File: src/rtl/serCmdPkg.sv
package serCmdPkg;
  localparam int unsigned CMD_BITS = 12;
  localparam int unsigned NPAIR    = 4;   // 0 rx, 1 tx, 2 block, 3 tristate

  typedef struct packed {
    logic             clrTx;
    logic             clrRx;
    logic             mstDis;
    logic             mstEn;
    logic [NPAIR-1:0] pairClr;
    logic [NPAIR-1:0] pairSet;
  } cmdStrb_t;
endpackage

File: src/rtl/serCmdDecode.sv
module serCmdDecode
  import serCmdPkg::*;
#(
  parameter int unsigned ADDR_W     = 12,
  parameter int unsigned DATA_W     = 32,
  parameter logic [ADDR_W-1:0] CMD_OFFSET = 12'h00C
) (
  input  logic              clk,
  input  logic              rstN,
  input  logic [ADDR_W-1:0] busAddr,
  input  logic              busWe,
  input  logic [DATA_W-1:0] busWdata,
  output cmdStrb_t          strb
);
  // Bit positions of the command word that the decode relies on
  localparam int unsigned SET_POS [NPAIR] = '{0, 2, 6, 8};
  localparam int unsigned CLR_POS [NPAIR] = '{1, 3, 7, 9};
  localparam int unsigned MST_EN_POS  = 4;
  localparam int unsigned MST_DIS_POS = 5;
  localparam int unsigned CLR_RX_POS  = 10;
  localparam int unsigned CLR_TX_POS  = 11;

  logic                cmdHit;
  logic [CMD_BITS-1:0] cmdWord;

  assign cmdHit  = busWe && (busAddr == CMD_OFFSET);
  assign cmdWord = cmdHit ? busWdata[CMD_BITS-1:0] : '0;   // upper bits reserved

  for (genvar i = 0; i < NPAIR; i++) begin : g_pair
    assign strb.pairSet[i] = cmdWord[SET_POS[i]];
    assign strb.pairClr[i] = cmdWord[CLR_POS[i]];
  end

  assign strb.mstEn  = cmdWord[MST_EN_POS];
  assign strb.mstDis = cmdWord[MST_DIS_POS];
  assign strb.clrRx  = cmdWord[CLR_RX_POS];
  assign strb.clrTx  = cmdWord[CLR_TX_POS];

  // no strobe leaves the decode without an addressed write
  p_quiet_without_hit_r1: assert property (@(posedge clk) disable iff (!rstN)
    !(busWe && busAddr == CMD_OFFSET) |-> (strb == '0));
endmodule

File: src/rtl/serCmdState.sv
module serCmdState
  import serCmdPkg::*;
(
  input  logic     clk,
  input  logic     rstN,
  input  cmdStrb_t strb,
  input  logic     rxFrameActive,
  input  logic     rxFrameDone,
  output logic     rxEnabled,
  output logic     txEnabled,
  output logic     masterMode,
  output logic     rxBlocked,
  output logic     txTristate,
  output logic     orderErr,
  output logic     rxFlush,
  output logic     txFlush,
  output logic     rxAbort,
  output logic     rxLoad
);
  localparam int unsigned IDX_RX  = 0;
  localparam int unsigned IDX_TX  = 1;
  localparam int unsigned IDX_BLK = 2;
  localparam int unsigned IDX_TRI = 3;

  logic [NPAIR-1:0] pairQ;

  // Set/clear pairs: clear dominates set
  for (genvar i = 0; i < NPAIR; i++) begin : g_pair
    always_ff @(posedge clk or negedge rstN) begin
      if (!rstN)                pairQ[i] <= 1'b0;
      else if (strb.pairClr[i]) pairQ[i] <= 1'b0;
      else if (strb.pairSet[i]) pairQ[i] <= 1'b1;
    end
  end

  assign rxEnabled  = pairQ[IDX_RX];
  assign txEnabled  = pairQ[IDX_TX];
  assign rxBlocked  = pairQ[IDX_BLK];
  assign txTristate = pairQ[IDX_TRI];

  logic mstIllegal;
  assign mstIllegal = strb.mstEn && txEnabled;

  always_ff @(posedge clk or negedge rstN) begin
    if (!rstN) begin
      masterMode <= 1'b0;
      orderErr   <= 1'b0;
      rxFlush    <= 1'b0;
      txFlush    <= 1'b0;
      rxAbort    <= 1'b0;
    end else begin
      if (strb.mstDis)                   masterMode <= 1'b0;
      else if (strb.mstEn && !txEnabled) masterMode <= 1'b1;
      if (mstIllegal) orderErr <= 1'b1;
      rxFlush <= strb.clrRx;
      txFlush <= strb.clrTx;
      rxAbort <= strb.pairClr[IDX_RX] && rxEnabled && rxFrameActive;
    end
  end

  // Frame gating: flush in either stage beats a completing frame
  assign rxLoad = rxFrameDone && rxEnabled && !rxBlocked && !rxFlush && !strb.clrRx;

  p_clear_wins_r3: assert property (@(posedge clk) disable iff (!rstN)
    (strb.pairSet[IDX_RX] && strb.pairClr[IDX_RX]) |=> !rxEnabled);
  p_no_load_blocked_r5: assert property (@(posedge clk) disable iff (!rstN)
    rxBlocked |-> !rxLoad);
  p_abort_leaves_rx_off_r6: assert property (@(posedge clk) disable iff (!rstN)
    rxAbort |-> !rxEnabled);
  p_master_order_r8: assert property (@(posedge clk) disable iff (!rstN)
    $rose(masterMode) |-> !$past(txEnabled));
  p_err_sticky_r8: assert property (@(posedge clk) disable iff (!rstN)
    orderErr |=> orderErr);
  p_flush_follows_write_r10: assert property (@(posedge clk) disable iff (!rstN)
    strb.clrTx |=> txFlush);
  p_flush_beats_load_r11: assert property (@(posedge clk) disable iff (!rstN)
    rxFlush |-> !rxLoad);
endmodule

File: src/rtl/serCmdUnit.sv
module serCmdUnit
  import serCmdPkg::*;
#(
  parameter int unsigned ADDR_W     = 12,
  parameter int unsigned DATA_W     = 32,
  parameter logic [ADDR_W-1:0] CMD_OFFSET = 12'h00C
) (
  input  logic              clk,
  input  logic              rstN,
  input  logic [ADDR_W-1:0] busAddr,
  input  logic              busWe,
  input  logic [DATA_W-1:0] busWdata,
  input  logic              rxFrameActive,
  input  logic              rxFrameDone,
  output logic              rxEnabled,
  output logic              txEnabled,
  output logic              masterMode,
  output logic              rxBlocked,
  output logic              txTristate,
  output logic              orderErr,
  output logic              rxFlush,
  output logic              txFlush,
  output logic              rxAbort,
  output logic              rxLoad
);
  cmdStrb_t strb;

  serCmdDecode #(.ADDR_W(ADDR_W), .DATA_W(DATA_W), .CMD_OFFSET(CMD_OFFSET)) u_decode (
    .clk(clk), .rstN(rstN), .busAddr(busAddr), .busWe(busWe),
    .busWdata(busWdata), .strb(strb)
  );

  serCmdState u_state (
    .clk(clk), .rstN(rstN), .strb(strb),
    .rxFrameActive(rxFrameActive), .rxFrameDone(rxFrameDone),
    .rxEnabled(rxEnabled), .txEnabled(txEnabled), .masterMode(masterMode),
    .rxBlocked(rxBlocked), .txTristate(txTristate), .orderErr(orderErr),
    .rxFlush(rxFlush), .txFlush(txFlush), .rxAbort(rxAbort), .rxLoad(rxLoad)
  );
endmodule

File: config.mk
export PLATFORM = sky130hd
export DESIGN_NAME = serCmdUnit
export DESIGN_NICKNAME = d
export VERILOG_FILES = /design/src/rtl/serCmdPkg.sv /design/src/rtl/serCmdDecode.sv /design/src/rtl/serCmdState.sv /design/src/rtl/serCmdUnit.sv
export SDC_FILE = /design/constraint.sdc
export NUM_CORES = 1
export LEC_CHECK = 0
export BUFFER_PORTS_ARGS = -buffer_cell sky130_fd_sc_hd__buf_2
export CAP_MARGIN = 10
export CORE_ASPECT_RATIO = 1.1
export CORE_MARGIN = 2
export CORE_UTILIZATION = 30
export CTS_CLUSTER_SIZE = 10
export DETAILED_ROUTE_END_ITERATION = 6
export PLACE_DENSITY = 0.78
export SLEW_MARGIN = 0
export SYNTH_ARGS = -nofsm -noshare
export SYNTH_HDL_FRONTEND = slang
export SYNTH_SLANG_ARGS = --single-unit
File: constraint.sdc
create_clock -name clk -period 1.72 [get_ports clk]
set_clock_uncertainty 0.15 [all_clocks]
set_input_delay 0.258 -clock clk [delete_from_list [all_inputs] [get_ports clk]]
set_output_delay 0.258 -clock clk [all_outputs]
set_load 0.02 [all_outputs]
# Word-level counts from Yosys, hierarchy flattened
# Cells that the tools add are included.
[word_totals]
wordCells = 39
regBits = 9
output_inout_bits = 10
[op_classes]
n_eq_ne = 1
reduce_logical = 18
muxes = 11
[op_table]
columns = ["operator", "count"]
rows = [
  ["12-bit by 4-bit == test with 1-bit output (second input constant)", 1],
  ["12-bit two-way mux", 1],
  ["1-bit two-way mux", 10],
  ["2-bit nonzero test", 5],
  ["1-bit logical AND", 9],
  ["1-bit zero test", 4],
]

# Depth between registers and ports, before layout
# Gate-level depths: netlist of run 1.
[logic_depth]
depth_word = 6
ltp_mapped = 4
depth_no_buf = 3

# Modules after synthesis
# A second synthesis of run 1 with hierarchy kept.
[hier_totals]
hier_cells = 57
hier_area_um2 = 629.4
[modules_own_cells]
columns = ["module", "n_inst", "area_each_um2", "cells_per_inst"]
rows = [
  ["serCmdDecode", 1, 316.6, 33],
  ["serCmdState", 1, 312.8, 24],
]

# Worst setup path after synthesis of run 1
# Ideal clock, no wire load.
[synth_path]
path_type = "input to output"
from = "input port busAddr[0]"
to = "output port rxLoad"
t_arrival_ns = 1.430
path_slack_ns = -0.118
stages = 4
path_buffers = 1
path_cell_list = "and4bb_1 > and4_1 > buf_4 > a2111oi_2"
[synth_between]
elab_chain_cells = 5
[synth_rtl]
columns = ["item", "line", "text"]
rows = [
  ["start, declared", "serCmdUnit.sv:10", "input logic [ADDR_W-1:0] busAddr,"],
  ["12-bit by 4-bit == test with 1-bit output", "serCmdDecode.sv:26", "assign cmdHit = busWe && (busAddr == CMD_OFFSET);"],
  ["1-bit logical AND", "serCmdDecode.sv:26", ""],
  ["12-bit two-way mux", "serCmdDecode.sv:27", "assign cmdWord = cmdHit ? busWdata[CMD_BITS-1:0] : '0;"],
  ["1-bit zero test", "serCmdState.sv:62", "assign rxLoad = rxFrameDone && rxEnabled && !rxBlocked && !rxFlush && !strb.clrRx;"],
  ["1-bit logical AND", "serCmdState.sv:62", ""],
  ["end, declared", "serCmdUnit.sv:24", "output logic rxLoad"],
]
# Every way passes these cells.

# Worst setup path after layout of run 1
[layout_path]
from = "input port busAddr[3]"
to = "output port rxLoad"
# Same word-level chain as after synthesis.

==> impl_metrics.tcl, run 1 <==
set metrics [dict create \
    synth-seq-cells 9 \
    dieArea_um2 1820 \
    drive_gt1_share_pct 61.0 \
    yosysSeqAreaShare_pct 50.3 \
    synth-compound-area-share_pct 20.7 \
    ant_nets 0 \
    synth_top_family_by_area "simple AND/OR/NAND/NOR gates" \
    wl_per_cell_um 13.0 \
    grt_pass1_vias 437 \
    cp.required_ps 1310 \
    post_cts_buffers 0 \
    status "completed" \
    fmax_ghz 0.604 \
    leakagePower_nw 0.389 \
    cts_root_buf "clkbuf_4" \
    hold_viol 0 \
    gp_congestion 0.743 \
    synthMuxAreaShare_pct 0 \
    relSlewSlack_pct 82.4 \
    syn_nets 85 \
    die_x_um 40.8 \
    yosys.area_share.simple_pct 27.4 \
    grt_max_degree 10 \
    via_per_inst 5.01 \
    grt_util_met2_pct 24.4 \
    met1_usage_pct 17.0 \
    syn_avg_cell_area_um2 12.4 \
    ios 59 \
    busiest_layer "met2" \
    core_um2 1380 \
    power.density_nw_per_um2 584 \
    syn_area_um2 448 \
    drt_wl_total_um 1280 \
    period_share_pct 96.3 \
    clkLatencyLatePin_ps 250 \
    cp_max_fo 2 \
    drc 0 \
    antenna_found_initial 0 \
    critical_path_class "in2out" \
    vias 491 \
    drv_slew 0 \
    setup_violations 0 \
    syn_to_final_growth_pct 64.5 \
    rows 14 \
    dr.pass1.iters 4 \
    period_minus_slack_ps 1660 \
    final_util_pct 53.3 \
    antennaDiodeCount 0 \
    synth_xor_area_share_pct 0 \
    cts_sinks 9 \
    worst-slew-pin-transition_ps 260 \
    start_util_pct 32.4 \
    grt_usage_pct 14.5 \
    die_h_um 44.5 \
    yosysUniqueCellTypes 15 \
    cts_buffers 3 \
    synthAdderAreaFrac_pct 0 \
    cp-end-kind "primary output" \
    synthCells 36 \
    n_fill_cell 131 \
    max_cap_violations 0 \
    synth.yosys.warnings 0 \
    critPathLaunchType "input port" \
    cts_tree "done" \
    clkTransAtPathRegs_ps 60 \
    hp-class "in2reg" \
    rsz0062_at_grt "no" \
    drt_iter0_markers 12 \
    gr-total-overflow 0 \
    clockBufferDepth 2 \
    nets 132 \
    grt_pass1_wl_um 1750 \
    timing.setup.tns_ps 0 \
    gr-usage-met3_pct 3.02 \
    numPortBuffers 38 \
    ir_drop_mv 0.449 \
    cts_max_level 1 \
    arrival_ps 1250 \
]
## logic make-up (layout without fill, tap and decap cells)
kind of cell | Yosys count | after routing
buffers and inverters | 1 | 47
flip-flops | 9 | 9
AND/OR/NAND/NOR | 14 | 14
AO/OA/AOI/OAI | 12 | 12
## flip-flops by register name, indices dropped and copies added (netlist names)
signal and count:
u_state.rxFlush 1, u_state.txTristate 1, u_state.txEnabled 1, u_state.rxAbort 1
u_state.rxBlocked 1, u_state.masterMode 1, u_state.orderErr 1, u_state.rxEnabled 1
u_state.txFlush 1
## routing by layer
layer	share of wire [%]	vias up
met5	0	-
met4	0	0
met3	9.1	0
met2	53	23
met1	37	227
li1	-	241
## metrics by stage
step	instances	setup slack (ps)	hold slack [ps]	total power, mW	instance area, µm²
floorplan	36	28.7	-188	0.229	460
global placement	93	23.2	-36.4	0.274	693
detailed placement	93	15.5	-30.3	0.275	693
CTS	98	7.23	9.11	0.438	729
global route	98	6.87	13.5	0.455	737
finish	98	64.4	14.5	0.431	737
## report_power, final
part	total [mW]	leakage, nW	switching, mW	internal [mW]
clock network	0.157	0.0150	0.0682	0.0890
registers	0.213	0.126	0.000461	0.212
logic	0.0607	0.248	0.0266	0.0341
total	0.431	0.389	0.0952	0.335
## path summary, 6_finish.rpt
| check | to | slack [ps] | cells past startpoint | start |
|---|---|---|---|---|
| worst max register to register | u_state.masterMode | 540 | 3 | u_state.txEnabled |
| min in group asynchronous | u_state.rxAbort | 230 | 2 | rstN |
| worst min-delay path | u_state.txEnabled | 10 | 2 | busWdata[3] |
| worst min register to register | u_state.orderErr | 320 | 1 | u_state.orderErr |
| worst max-delay path | rxLoad | 60 | 5 | busAddr[3] |
| max in group asynchronous | u_state.orderErr | 1010 | 2 | rstN |
## Yosys cell counts (all sizes together)
cell,instances,area share (%)
nor3b,5,9.5
dfrtp,9,50
a21oi,5,5.6
and4,2,3.9
a31o,1,2.0
a2111oi,1,3.4
buf,1,1.7
nor4,1,4.7
nand2,1,0.84
and2,2,2.8
nor2,1,0.84
nor4b,1,2.0
and4bb,1,2.8
a41oi,5,9.8
## cell type report
| type | count | area (µm²) | share of cell area [%] |
|---|---|---|---|
| Multi-Input combinational cell | 26 | 233 | 31.6 |
| Timing Repair Buffer | 43 | 233 | 31.6 |
| Sequential cell | 9 | 225 | 30.6 |
| Clock buffer | 4 | 26.3 | 3.57 |
| Tap cell | 16 | 20.0 | 2.72 |
## critical path: stages
cell and delay, ps:
buf_2 90, and4bb_1 210, and4_4 170, a2111oi_4 320, buf_4 190
## cells in the final DEF (no fill, tap or decap), types with 2 or more instances in the layout
| master | count |
|---|---|
| and2_1 | 2 |
| buf_2 | 37 |
| clkbuf_4 | 3 |
| nor3b_1 | 4 |
| dfrtp_1 | 9 |
| a21oi_1 | 5 |
| a41oi_1 | 5 |
| buf_4 | 5 |
## timing repair
action | 4_1_cts | 5_1_grt
hold buffers | 1 | 0
endpoints found under the hold margin | 9 | 0
setup endpoints to repair | 0 | 1
gates resized for setup | 0 | 4
Note: power is estimated with default switching activity, not from simulation.
==> run 2, diff against run 1 <==
--- a/config.mk
+++ b/config.mk
@@ -5,6 +5,7 @@
 export SDC_FILE = /design/constraint.sdc
 export NUM_CORES = 1
 export LEC_CHECK = 0
+export ABC_AREA = 1
 export BUFFER_PORTS_ARGS = -buffer_cell sky130_fd_sc_hd__buf_2
 export CAP_MARGIN = 10
 export CORE_ASPECT_RATIO = 1.1
@@ -12,7 +13,7 @@
 export CORE_UTILIZATION = 30
 export CTS_CLUSTER_SIZE = 10
 export DETAILED_ROUTE_END_ITERATION = 6
-export PLACE_DENSITY = 0.78
+export PLACE_DENSITY = 0.77
 export SLEW_MARGIN = 0
 export SYNTH_ARGS = -nofsm -noshare
 export SYNTH_HDL_FRONTEND = slang
==> run 2 against run 1 <==
Net effect: maximum frequency increased by 9.6%; wire length decreased by 16%; critical endpoint unchanged; non-clock buffer count decreased by 3.
==> impl_metrics.tcl, run 2 <==
set metrics [dict create \
    critical_path_class "reg2out" \
    synth-edff-count 0 \
    synth_common_cells "15 x inv_1, 10 x nor2_1, 9 x dfrtp_1, 9 x nand2_1, 4 x a21oi_1" \
    syn_avg_cell_area_um2 7.80 \
    most-common-layout-cells "38 x buf_2, 15 x inv_1, 10 x nor2_1, 9 x nand2_1, 9 x dfrtp_1" \
    ios 59 \
    cp.required_ps 1310 \
    wl_per_cell_um 8.88 \
    syn_area_um2 468 \
    hp-class "in2reg" \
    core_um2 1420 \
    cp_max_fo 3 \
    dpl.hpwl_um 929 \
    yosysMostFrequentCell "inv_1" \
    numPortBuffers 38 \
    clockBufferDepth 2 \
    arrival_ps 1100 \
    drive_gt1_share_pct 46.2 \
    drt_iter0_markers 2 \
    hold_viol 0 \
    ir_drop_mv 0.343 \
    timing.setup.tns_ps 0 \
    cts_resized 0 \
    period_share_pct 87.8 \
    ant_nets 0 \
    rsz0062_at_grt "no" \
    nets 154 \
    r2r_slack_ps 770 \
    synth_area_leaders "dfrtp_1 48%, inv_1 12%, nor2_1 8.0%" \
    yosysUniqueCellTypes 17 \
    die_h_um 45.4 \
    crit-reg2reg-launch "u_state.rxEnabled" \
    grt_pass1_wl_um 1720 \
    drv_slew 0 \
    synth_xor_area_share_pct 0 \
    grt_usage_pct 12.7 \
    yosys.area.top_type "dfrtp_1" \
    gr-total-overflow 0 \
    leakagePower_nw 0.455 \
    dr.pass1.iters 2 \
    multi_input_area_um2 178 \
    cp-end-kind "primary output" \
    syn_to_final_growth_pct 54.3 \
    reg2reg_depth 2 \
    rows 14 \
    via_per_inst 4.29 \
    rr_endpoint "u_state.rxEnabled" \
    final_common_cell "buf_2" \
    whs_endpoint "u_state.txFlush" \
    cts_tree "done" \
    cts_buffers 3 \
    grt_pass1_vias 457 \
    relSlewSlack_pct 86.6 \
    hold_path.startpoint "busWdata[11]" \
    period_minus_slack_ps 1510 \
    synth_top_area_share_pct 48.1 \
    clkTransAtPathRegs_ps 60 \
    synthCells 60 \
    yosys.area_share.simple_pct 29.4 \
    n_fill_cell 161 \
    synth_ff_type "dfrtp_1" \
    placedCellCount 115 \
    grt_max_degree 10 \
    syn_nets 109 \
    max_cap_violations 0 \
    status "completed" \
    worst-slew-pin-transition_ps 202 \
    yosysSeqAreaShare_pct 48.1 \
    synth-seq-cells 9 \
    cts_max_level 1 \
    power.density_nw_per_um2 586 \
    synth-compound-area-share_pct 8.56 \
    synthMuxAreaShare_pct 0 \
    gp_congestion 0.707 \
    drt_wl_total_um 1070 \
    synthArstFlopShare_pct 100 \
    start_util_pct 33.0 \
    setup_violations 0 \
    synth_top_family_by_area "simple AND/OR/NAND/NOR gates" \
    critPathLaunchType "flip-flop" \
    synth.yosys.warnings 0 \
    cts_root_buf "clkbuf_4" \
    clkLatencyLatePin_ps 260 \
    seq_area_um2 225 \
    fmax_ghz 0.662 \
    cts_sinks 9 \
    vias 515 \
    antenna_found_initial 0 \
    drc 0 \
    final_cells 120 \
    antennaDiodeCount 0 \
    dieArea_um2 1890 \
    die_x_um 41.7 \
    synthAdderAreaFrac_pct 0 \
    hold_depth 3 \
]
-- run 2: changes by cell type after synthesis, moves of 2 or more --
cell	previous run	this run
and4_1	2	0
nor3b_1	4	0
inv_1	0	15
o21bai_1	0	2
nor2_1	1	10
nand2_1	1	9
a41oi_1	5	0
-- run 2: worst max path at each step --
stage,to,startpoint
2_1_floorplan,rxLoad,busAddr[5]
5_1_grt,rxLoad,u_state.rxEnabled
3_3_place_gp,rxLoad,busAddr[5]
3_5_place_dp,rxLoad,busAddr[5]
4_1_cts,rxLoad,u_state.rxEnabled
6_report,rxLoad,u_state.rxBlocked
-- run 2: metal layers --
metal	up-vias	global-route usage [%]	wire, µm
met5	-	0	0
met4	0	3.87	0
met3	0	7.94	90
met2	19	24.1	612
met1	231	11.3	364
li1	265	-	-
-- run 2: kinds of logic (layout without fill, tap and decap cells) --
family	Yosys count	count (layout)
DFF	9	9
and+or+nand+nor	28	28
buffers and inverters	16	60
AOI/OAI and AO/OA	7	7
-- run 2: per-stage QoR --
step           setup slack [ps]  util (%)  total power, mW  hold slack, ps  instance area [µm²]
4_1_cts                     179      50.9            0.435            43.2                  722
6_report                    209      50.9            0.423            52.3                  722
5_1_grt                    61.9      50.9            0.449            49.4                  722
3_3_place_gp                214      48.3            0.264           -33.8                  686
2_1_floorplan               368         -            0.229            -188                  468
3_5_place_dp                212      48.3            0.266           -28.1                  686
-- run 2: cell type report --
class	instances	area share (%)
Tap cell	16	2.77
Timing Repair Buffer	40	28.8
Sequential cell	9	31.2
Multi-Input combinational cell	35	24.6
Inverter	16	9.01
Clock buffer	4	3.64
-- run 2: report_power, final --
part / switching (mW) / internal, mW / leakage [nW] / total, mW
clock network: 0.0714 / 0.0892 / 0.0150 / 0.161
logic: 0.0201 / 0.0294 / 0.335 / 0.0495
registers: 0.000376 / 0.212 / 0.105 / 0.213
total: 0.0919 / 0.331 / 0.455 / 0.423
-- run 2: repair_timing --
action / 4_1_cts / 5_1_grt
setup buffers: 0 / 0
hold endpoints to repair: 9 / 0
hold buffers: 1 / 0
-- run 2: worst max-delay path, cell delays in order, from the launching register on --
cell	delay, ps
dfrtp_1	390
nor3_1	170
o21ai_1	80
inv_1	50
buf_2	150
